<file path="src/rtl/sdirq_pkg.sv">
package sdirq_pkg;
   localparam int unsigned WORD_W = 32;

   typedef enum logic [1:0] {
      SEL_EVT      = 2'd0,
      SEL_EVT_MASK = 2'd1,
      SEL_ERR      = 2'd2,
      SEL_ERR_MASK = 2'd3
   } reg_sel_e;

   // event word
   localparam int unsigned EB_RESP_DONE   = 0;
   localparam int unsigned EB_ACCESS_DONE = 2;
   localparam int unsigned EB_CARD        = 4;

   // error word
   localparam int unsigned XB_IDX      = 0;
   localparam int unsigned XB_CRC      = 1;
   localparam int unsigned XB_END      = 2;
   localparam int unsigned XB_DATA_TMO = 3;
   localparam int unsigned XB_ILL_RD   = 4;
   localparam int unsigned XB_ILL_WR   = 5;
   localparam int unsigned XB_RESP_TMO = 6;
   localparam int unsigned XB_ILL_CMD  = 7;
   localparam int unsigned XB_BUF_RD   = 8;
   localparam int unsigned XB_BUF_WR   = 9;
   localparam int unsigned XB_CLKDIV   = 13;
   localparam int unsigned XB_BUSY     = 14;
endpackage

</file>
<file path="src/rtl/sdirq_sync.sv">
module sdirq_sync #(
   parameter int unsigned STAGES = 2,
   parameter int unsigned W      = 1
) (
   input  logic         clk,
   input  logic         rst_n,
   input  logic [W-1:0] d_async,
   output logic [W-1:0] q_sync
);
   logic [W-1:0] chain_q [STAGES];

   if (STAGES < 2) begin : g_bad_stages
      $error("sdirq_sync: STAGES must be at least 2");
   end

   always_ff @(posedge clk or negedge rst_n) begin
      if (!rst_n) begin
         for (int s = 0; s < STAGES; s++) chain_q[s] <= '0;
      end else begin
         chain_q[0] <= d_async;
         for (int s = 1; s < STAGES; s++) chain_q[s] <= chain_q[s-1];
      end
   end

   assign q_sync = chain_q[STAGES-1];
endmodule

</file>
<file path="src/rtl/sdirq_rise.sv">
module sdirq_rise #(
   parameter int unsigned W = 2
) (
   input  logic         clk,
   input  logic         rst_n,
   input  logic [W-1:0] lvl,
   output logic [W-1:0] rise
);
   logic [W-1:0] prev_q;

   always_ff @(posedge clk or negedge rst_n) begin
      if (!rst_n) prev_q <= '0;
      else        prev_q <= lvl;
   end

   assign rise = lvl & ~prev_q;
endmodule

</file>
<file path="src/rtl/sdirq_flag_bank.sv">
module sdirq_flag_bank #(
   parameter int unsigned W      = 32,
   parameter logic [W-1:0] STICKY = '1
) (
   input  logic         clk,
   input  logic         rst_n,
   input  logic [W-1:0] set_v,
   input  logic         clr_we,
   input  logic [W-1:0] clr_data,
   output logic [W-1:0] flags
);
   for (genvar i = 0; i < W; i++) begin : g_bit
      if (STICKY[i]) begin : g_flop
         logic f_q;
         always_ff @(posedge clk or negedge rst_n) begin
            if (!rst_n)                     f_q <= 1'b0;
            else if (set_v[i])              f_q <= 1'b1;
            else if (clr_we && !clr_data[i]) f_q <= 1'b0;
         end
         assign flags[i] = f_q;
      end else begin : g_none
         assign flags[i] = 1'b0;
      end
   end
endmodule

</file>
<file path="src/rtl/sdirq_status_top.sv">
module sdirq_status_top
   import sdirq_pkg::*;
#(
   parameter int unsigned SYNC_STAGES = 2,
   parameter logic [31:0] MASK_RESET  = 32'hFFFF_FFFF
) (
   input  logic        clk,
   input  logic        rst_n,
   input  logic        wr_en,
   input  logic [1:0]  wr_sel,
   input  logic [31:0] wr_data,
   input  logic [1:0]  rd_sel,
   output logic [31:0] rd_data,
   input  logic        ev_resp_done,
   input  logic        ev_access_done,
   input  logic        ev_resp_tmo,
   input  logic        ev_data_tmo,
   input  logic        ev_end_err,
   input  logic        ev_crc_err,
   input  logic        ev_idx_err,
   input  logic        ev_ill_rd,
   input  logic        ev_ill_wr,
   input  logic        blk_rd_full,
   input  logic        blk_wr_empty,
   input  logic        card_in,
   input  logic        cmd_busy,
   input  logic        clkdiv_rdy,
   input  logic        cmd_wr,
   output logic        cmd_go,
   output logic        irq
);
   localparam int unsigned W = WORD_W;
   localparam logic [W-1:0] EVT_STICKY = (W'(1) << EB_RESP_DONE) | (W'(1) << EB_ACCESS_DONE);
   localparam logic [W-1:0] ERR_STICKY = (W'(1) << (XB_BUF_WR + 1)) - W'(1);

   if (W != 32) begin : g_bad_width
      $error("sdirq_status_top: word width must be 32");
   end

   logic [W-1:0] evt_set, err_set;
   logic [W-1:0] evt_flags, err_flags;
   logic [W-1:0] evt_mask_q, err_mask_q;
   logic [W-1:0] evt_view, err_view;
   logic [1:0]   buf_rise;
   logic         card_s;
   logic         cmd_blocked;

   sdirq_sync #(.STAGES(SYNC_STAGES), .W(1)) u_card_sync (
      .clk(clk), .rst_n(rst_n), .d_async(card_in), .q_sync(card_s)
   );

   sdirq_rise #(.W(2)) u_buf_edge (
      .clk(clk), .rst_n(rst_n),
      .lvl({blk_wr_empty, blk_rd_full}), .rise(buf_rise)
   );

   assign cmd_blocked = cmd_wr & cmd_busy;
   assign cmd_go      = cmd_wr & ~cmd_busy;

   always_comb begin
      evt_set = '0;
      evt_set[EB_RESP_DONE]   = ev_resp_done;
      evt_set[EB_ACCESS_DONE] = ev_access_done;
      err_set = '0;
      err_set[XB_IDX]      = ev_idx_err;
      err_set[XB_CRC]      = ev_crc_err;
      err_set[XB_END]      = ev_end_err;
      err_set[XB_DATA_TMO] = ev_data_tmo;
      err_set[XB_ILL_RD]   = ev_ill_rd;
      err_set[XB_ILL_WR]   = ev_ill_wr;
      err_set[XB_RESP_TMO] = ev_resp_tmo;
      err_set[XB_ILL_CMD]  = cmd_blocked;
      err_set[XB_BUF_RD]   = buf_rise[0];
      err_set[XB_BUF_WR]   = buf_rise[1];
   end

   sdirq_flag_bank #(.W(W), .STICKY(EVT_STICKY)) u_evt_bank (
      .clk(clk), .rst_n(rst_n), .set_v(evt_set),
      .clr_we(wr_en && (wr_sel == SEL_EVT)), .clr_data(wr_data),
      .flags(evt_flags)
   );

   sdirq_flag_bank #(.W(W), .STICKY(ERR_STICKY)) u_err_bank (
      .clk(clk), .rst_n(rst_n), .set_v(err_set),
      .clr_we(wr_en && (wr_sel == SEL_ERR)), .clr_data(wr_data),
      .flags(err_flags)
   );

   always_ff @(posedge clk or negedge rst_n) begin
      if (!rst_n) begin
         evt_mask_q <= MASK_RESET;
         err_mask_q <= MASK_RESET;
      end else if (wr_en) begin
         if (wr_sel == SEL_EVT_MASK) evt_mask_q <= wr_data;
         if (wr_sel == SEL_ERR_MASK) err_mask_q <= wr_data;
      end
   end

   always_comb begin
      evt_view = evt_flags;
      evt_view[EB_CARD] = card_s;
      err_view = err_flags;
      err_view[XB_CLKDIV] = clkdiv_rdy;
      err_view[XB_BUSY]   = cmd_busy;
   end

   always_comb begin
      unique case (reg_sel_e'(rd_sel))
         SEL_EVT:      rd_data = evt_view;
         SEL_EVT_MASK: rd_data = evt_mask_q;
         SEL_ERR:      rd_data = err_view;
         SEL_ERR_MASK: rd_data = err_mask_q;
         default:      rd_data = '0;
      endcase
   end

   assign irq = |(evt_view & ~evt_mask_q) | |(err_view & ~err_mask_q);
endmodule

</file>
<file path="config.mk">
export PLATFORM = sky130hd
export DESIGN_NAME = sdirq_status_top
export DESIGN_NICKNAME = d
export VERILOG_FILES = /design/src/rtl/sdirq_pkg.sv /design/src/rtl/sdirq_sync.sv /design/src/rtl/sdirq_rise.sv /design/src/rtl/sdirq_flag_bank.sv /design/src/rtl/sdirq_status_top.sv
export SDC_FILE = /design/constraint.sdc
export NUM_CORES = 1
export LEC_CHECK = 0
export BUFFER_PORTS_ARGS = -buffer_cell sky130_fd_sc_hd__clkbuf_2
export CORE_MARGIN = 4
export CORE_UTILIZATION = 49
export CTS_CLUSTER_SIZE = 10
export DETAILED_ROUTE_END_ITERATION = 6
export GPL_TIMING_DRIVEN = 0
export PLACE_DENSITY_LB_ADDON = 0.1
export SYNTH_ARGS = -nofsm -noshare
export SYNTH_HDL_FRONTEND = slang
export SYNTH_SLANG_ARGS = --single-unit
</file>
<file path="constraint.sdc">
create_clock -name clk -period 1.35 [get_ports clk]
set_clock_uncertainty 0.2 [all_clocks]
set_input_delay 0.2025 -clock clk [delete_from_list [all_inputs] [get_ports clk]]
set_output_delay 0.2025 -clock clk [all_outputs]
set_load 0.02 [all_outputs]
</file>
==> flow_summary.ini, run 1 <==
[logic_synthesis]
async_reset_ff_share_pct = 100
yosysMostFrequentCell = dfstp_2
synthTopCellsByCount = dfstp_2 (64), mux2_4 (60), nor2b_1 (22), mux2i_1 (20)
synth.net_count = 336
netlist_top_cells_area = dfstp_2 (42%), mux2_4 (22%), dfrtp_1 (10%)
ys_warn_count = 0
ys_seq_area_share_pct = 51.7
synth.distinct_cells = 26
synth.avg_cell_area_um2 = 14.3
syn_inst = 282
synth_top_area_cell = dfstp_2
ys_ff_latch = 80
synth_ff_type = dfstp_2
synth_area_um2 = 4020
synth_edf_count = 0
synth_top_cell_area_share_pct = 41.8

[layout]
final_layout_size_suffix_gt1_share_pct = 65.5
final_nets = 489
area_growth_pct = 41.7
n_antenna_cell = 0
final.fill_count = 546

[detailed_routing]
ant_nets = 0
drcViolationCount = 0
vias_per_cell = 5.07
wl_per_cell_um = 16.9
wirelength_mm = 9.17
vias = 2746
drtIter0Drc = 50
firstDrtPassIters = 4

[power_and_ir_drop]
power_w = 0.00703
vdd.ir_drop.worst_mv = 0.603
p_leak_nw = 2.74
power_density_nw_per_um2 = 1230

[floorplanning]
die_w_um = 98.6
ios = 88
rows = 32
dieArea_um2 = 9730
coreArea_um2 = 7850
dieHeight_um = 98.6
start_util_pct = 51.3

[sta]
hold_violations = 0
rsz0062_at_grt = true
fmax_ghz = 0.491
finalCritPeriodShare_pct = 151
tightest_slew_ns = 0.497
slew_violations = 0
setup_viol = 33
fin_ws_ns = -0.687
slew_headroom_pct = 66.8
min_period_ns = 2.04

[worst_hold_path]
hold_depth = 3
hold_start = wr_sel[0]
hold_path_end = u_evt_bank.g_bit[2].g_flop.f_q
hold_path_class = input port to flop

[clock_tree]
cts_made_buffers = 9
cts_tree = built
cts.sinks = 80
root_buffer = clkbuf_8
clk_latency_ns = 0.35
h-tree-depth = 3
cts_buffer_depth = 2
clkTransAtPathRegs_ns = 0.07

[placement]
place_ws_ns = -0.355
dp.final_hpwl_mm = 6.00
place_congestion = 0.732
portBuffers = 86

[status]
status = finished, violations left
violations = negative setup slack

[setup_path]
r2r-end = err_mask_q[18]
cp_max_fo = 3
critPathMaxStageDelay_ns = 0.55
start_kind = flop
crit_chain = inv_1, a222oi_1, nand3_1, buf_2
crit_path_start = err_mask_q[8]
critPathRequiredTime_ns = 0.95
crit_type = flop to output port
rr_worst_depth = 2
critPathSlowestCell = dfstp_2
rrSetupSlack_ns = 0.34
r2r_start = err_mask_q[18]
arrival_ns = 1.63
end_kind = output port

[global_route]
grt_pass1_wl_mm = 14.7
first_global_vias = 2932
grtUsageTotal_pct = 19.3
grt_max_degree = 52
overflow = 0
antenna_found_initial = 0

[job]
drv_cap = 0
[layout make-up]
| cell class | count | area (um2) | share of cell area, % |
|---|---|---|---|
| Timing Repair Buffer | 142 | 1250 | 21.9 |
| Buffer | 15 | 120 | 2.11 |
| Clock inverter | 3 | 40.0 | 0.702 |
| Sequential cell | 80 | 2080 | 36.5 |
| Inverter | 17 | 63.8 | 1.12 |
| Multi-Input combinational cell | 170 | 1860 | 32.6 |
| Tap cell | 102 | 128 | 2.24 |
| Clock buffer | 13 | 159 | 2.79 |
[flip-flops by register name (all words and copies together) (netlist names)]
register                     count
evt_mask_q                      32
err_mask_q                      32
u_card_sync.q_sync               1
u_err_bank.g_bit.g_flop.f_q     10
u_buf_edge.prev_q                2
u_evt_bank.g_bit.g_flop.f_q      2
u_card_sync.chain_q              1
[worst max-delay path: cells and delay by family (launching register included)]
family / cells / cell delay (ns)
buffers and inverters: 2 / 0.23
DFF: 1 / 0.55
AOI/OAI and AO/OA: 1 / 0.36
and+or+nand+nor: 1 / 0.15
[repair_timing]
| item | 4_1_cts | 5_1_grt |
|---|---|---|
| resized for setup | 56 | 34 |
| setup endpoints to repair | 33 | 34 |
| hold endpoints to repair | 109 | 0 |
| hold buffers | 48 | 0 |
| pin swaps | 5 | 2 |
| setup buffers | 4 | 3 |
[worst max path at each step]
stage / slack (ns) / cells after the start / to
after global routing: -0.75 / 4 / irq
final: -0.69 / 4 / irq
after detailed placement: -0.36 / 5 / rd_data[22]
after global placement: -0.89 / 1 / u_err_bank.g_bit[8].g_flop.f_q
after CTS: -0.72 / 4 / irq
after floorplan: -0.12 / 3 / irq
[logic make-up (layout without fill, tap and decap cells)]
| group | after synthesis | in the layout | synth area share (%) |
|---|---|---|---|
| compound gates | 35 | 35 | 5.69 |
| simple gates | 44 | 44 | 7.00 |
| mux | 91 | 91 | 31.3 |
| buf+inv | 32 | 190 | 4.29 |
| flops | 80 | 80 | 51.7 |
[stage by stage]
stage               utilization, %  TNS (ns)  hold slack (ns)  area [um2]  std cells
floorplan                        -    -0.119           -0.293        4080        282
global placement              59.1    -55.28            0.112        4640        470
detailed placement            59.5    -12.00         0.000564        4670        471
CTS                           71.3    -12.16           0.0512        5590        539
global route                  72.7    -13.12           0.0991        5700        542
finish                        72.7    -11.37           0.0718        5700        542
[where the power goes]
group          switching, W  internal (W)
registers          0.000253       0.00305
logic              0.000733       0.00120
clock network      0.000835      0.000952
total               0.00182       0.00521
[layout by cell type (no fill, tap or decap), types with 3 or more instances in the layout]
master and instances:
dfrtp_1 16, buf_6 13, buf_2 4, dlygate4sd3_1 48, nor2b_2 19, nor2b_1 3
dfstp_2 64, clkbuf_8 35, a22o_1 9, o21ai_1 5, buf_4 11, mux2i_2 6
mux2_4 62, o22ai_1 5, nand2_1 6, clkbuf_2 55, o21ai_0 12, mux2_2 6
inv_1 17, nand2b_1 9, mux4_2 3, mux2i_1 14
[routing by layer]
metal  share of wire (%)  vias up  track usage [%]
met5                   0        -                0
met4                 1.2        0             5.57
met3                 4.4       13             5.02
met2                  49       62             31.9
met1                  45     1380             25.1
li1                    -     1291                -
(Power assumes the default switching activity.)
==> run 2, diff against run 1 <==
Settings changed: CORE_MARGIN 4 to 3, GPL_TIMING_DRIVEN 0 to 1.
==> flow_summary.ini, run 2 (same netlist as run 1, synthesis figures left out) <==
[status]
status = finished, violations left
violations = negative setup slack

[layout]
mostFrequentLayoutCells = mux2_4 (64), dfstp_2 (64), clkbuf_2 (53), dlygate4sd3_1 (47), buf_4 (41)
final.fill_count = 485
final_layout_size_suffix_gt1_share_pct = 69.7
final_nets = 525
multi_input_area_um2 = 1900
area_growth_pct = 51.6
largestRegisters = err_mask_q: 32 flops, evt_mask_q: 32 flops, u_err_bank.g_bit.g_flop.f_q: 10 flops
fin_util_pct = 77.7
regArea_um2 = 2080
n_antenna_cell = 0

[clock_tree]
cts_made_buffers = 9
cts_tree = built
cts.sinks = 80
cts_buffer_depth = 2
h-tree-depth = 3
clk_latency_ns = 0.34
clkTransAtPathRegs_ns = 0.08
root_buffer = clkbuf_8

[floorplanning]
rows = 32
ios = 88
dieHeight_um = 96.6
die_w_um = 96.6
coreArea_um2 = 7850
dieArea_um2 = 9340
start_util_pct = 51.3

[sta]
rsz0062_at_grt = true
slew_violations = 0
fin_setup_tns_ns = -11.83
fmax_ghz = 0.504
setup_viol = 33
whs_ns = 0.0400
min_period_ns = 1.99
tightest_slew_ns = 0.343
fin_ws_ns = -0.636
hold_violations = 0
finalCritPeriodShare_pct = 147
slew_headroom_pct = 77.1

[detailed_routing]
vias = 2938
drcViolationCount = 0
ant_nets = 0
wirelength_mm = 9.79
firstDrtPassIters = 4
drtIter0Drc = 80
wl_per_cell_um = 16.9
vias_per_cell = 5.08

[global_route]
antenna_found_initial = 0
overflow = 0
use_met1_pct = 27.9
met3_usage_pct = 4.04
grtUsageTotal_pct = 20.9
grt_pass1_wl_mm = 16.0
grt_max_degree = 33
met2_usage_pct = 34.8
grt_busiest_layer = met2
first_global_vias = 3188

[placement]
dp.final_hpwl_mm = 6.46
place_congestion = 0.747
portBuffers = 87

[setup_path]
arrival_ns = 1.58
start_kind = flop
end_kind = output port
critPathRequiredTime_ns = 0.95
cp_max_fo = 2
crit_type = flop to output port

[worst_hold_path]
hold_path_class = input port to flop

[power_and_ir_drop]
power_density_nw_per_um2 = 1180
vdd.ir_drop.worst_mv = 0.772
p_leak_nw = 2.95

[job]
drv_cap = 0
## run 2: report_power, final
part           total (W)  leakage, nW  switching (W)  internal, W
clock            0.00154       0.0793       0.000869     0.000666
combinational    0.00233         2.04       0.000846      0.00148
sequential       0.00331        0.831       0.000258      0.00305
## run 2: cell type report
cell class / instances / share of cell area (%)
Multi-Input combinational cell: 170 / 31.1
Tap cell: 102 / 2.09
Clock buffer: 11 / 2.15
Sequential cell: 80 / 34.1
Inverter: 17 / 1.05
Clock inverter: 5 / 0.554
Timing Repair Buffer: 193 / 28.9
## run 2: worst paths after layout
kind / slack (ns) / endpoint / start / depth (start not counted)
hold / removal: 0.04 / u_evt_bank.g_bit[0].g_flop.f_q / wr_sel[0] / 3
min in group asynchronous: 0.28 / evt_mask_q[16] / rst_n / 2
max in group asynchronous: 0.38 / evt_mask_q[1] / rst_n / 3
hold reg to reg: 0.17 / u_card_sync.q_sync / u_card_sync.chain_q[1] / 0
setup reg to reg: 0.10 / err_mask_q[7] / err_mask_q[7] / 4
setup / recovery: -0.64 / irq / err_mask_q[8] / 4
## run 2: stage by stage
stage          worst slack [ns]  total power, W  cell area, um2  std cells
6_report                 -0.636         0.00718            6100        578
4_1_cts                  -0.666         0.00699            5910        567
5_1_grt                  -0.737         0.00752            6100        578
3_3_place_gp             -0.270         0.00497            4910        494
2_1_floorplan            -0.119         0.00439            4080        282
3_5_place_dp             -0.298         0.00503            4910        494
## run 2: worst max-delay path: stages, from the launching register on
cell and delay [ns]:
dfstp_2 0.54, inv_1 0.04, a222oi_1 0.36, nand3_1 0.12
buf_2 0.18
## run 2: layer usage
| layer | vias to the layer above | wire length (um) |
|---|---|---|
| li1 | 1372 | - |
| met1 | 1478 | 4350 |
| met2 | 77 | 4950 |
| met3 | 11 | 388 |
| met4 | 0 | 105 |
| met5 | - | 0 |
## run 2: what timing repair did
action | 4_1_cts | 5_1_grt
gates resized for setup | 73 | 37
cloned | 0 | 0
hold buffers | 47 | 0
setup buffers | 10 | 13
hold endpoints to repair | 145 | 0
setup endpoints to repair | 33 | 33
pin swaps | 7 | 12
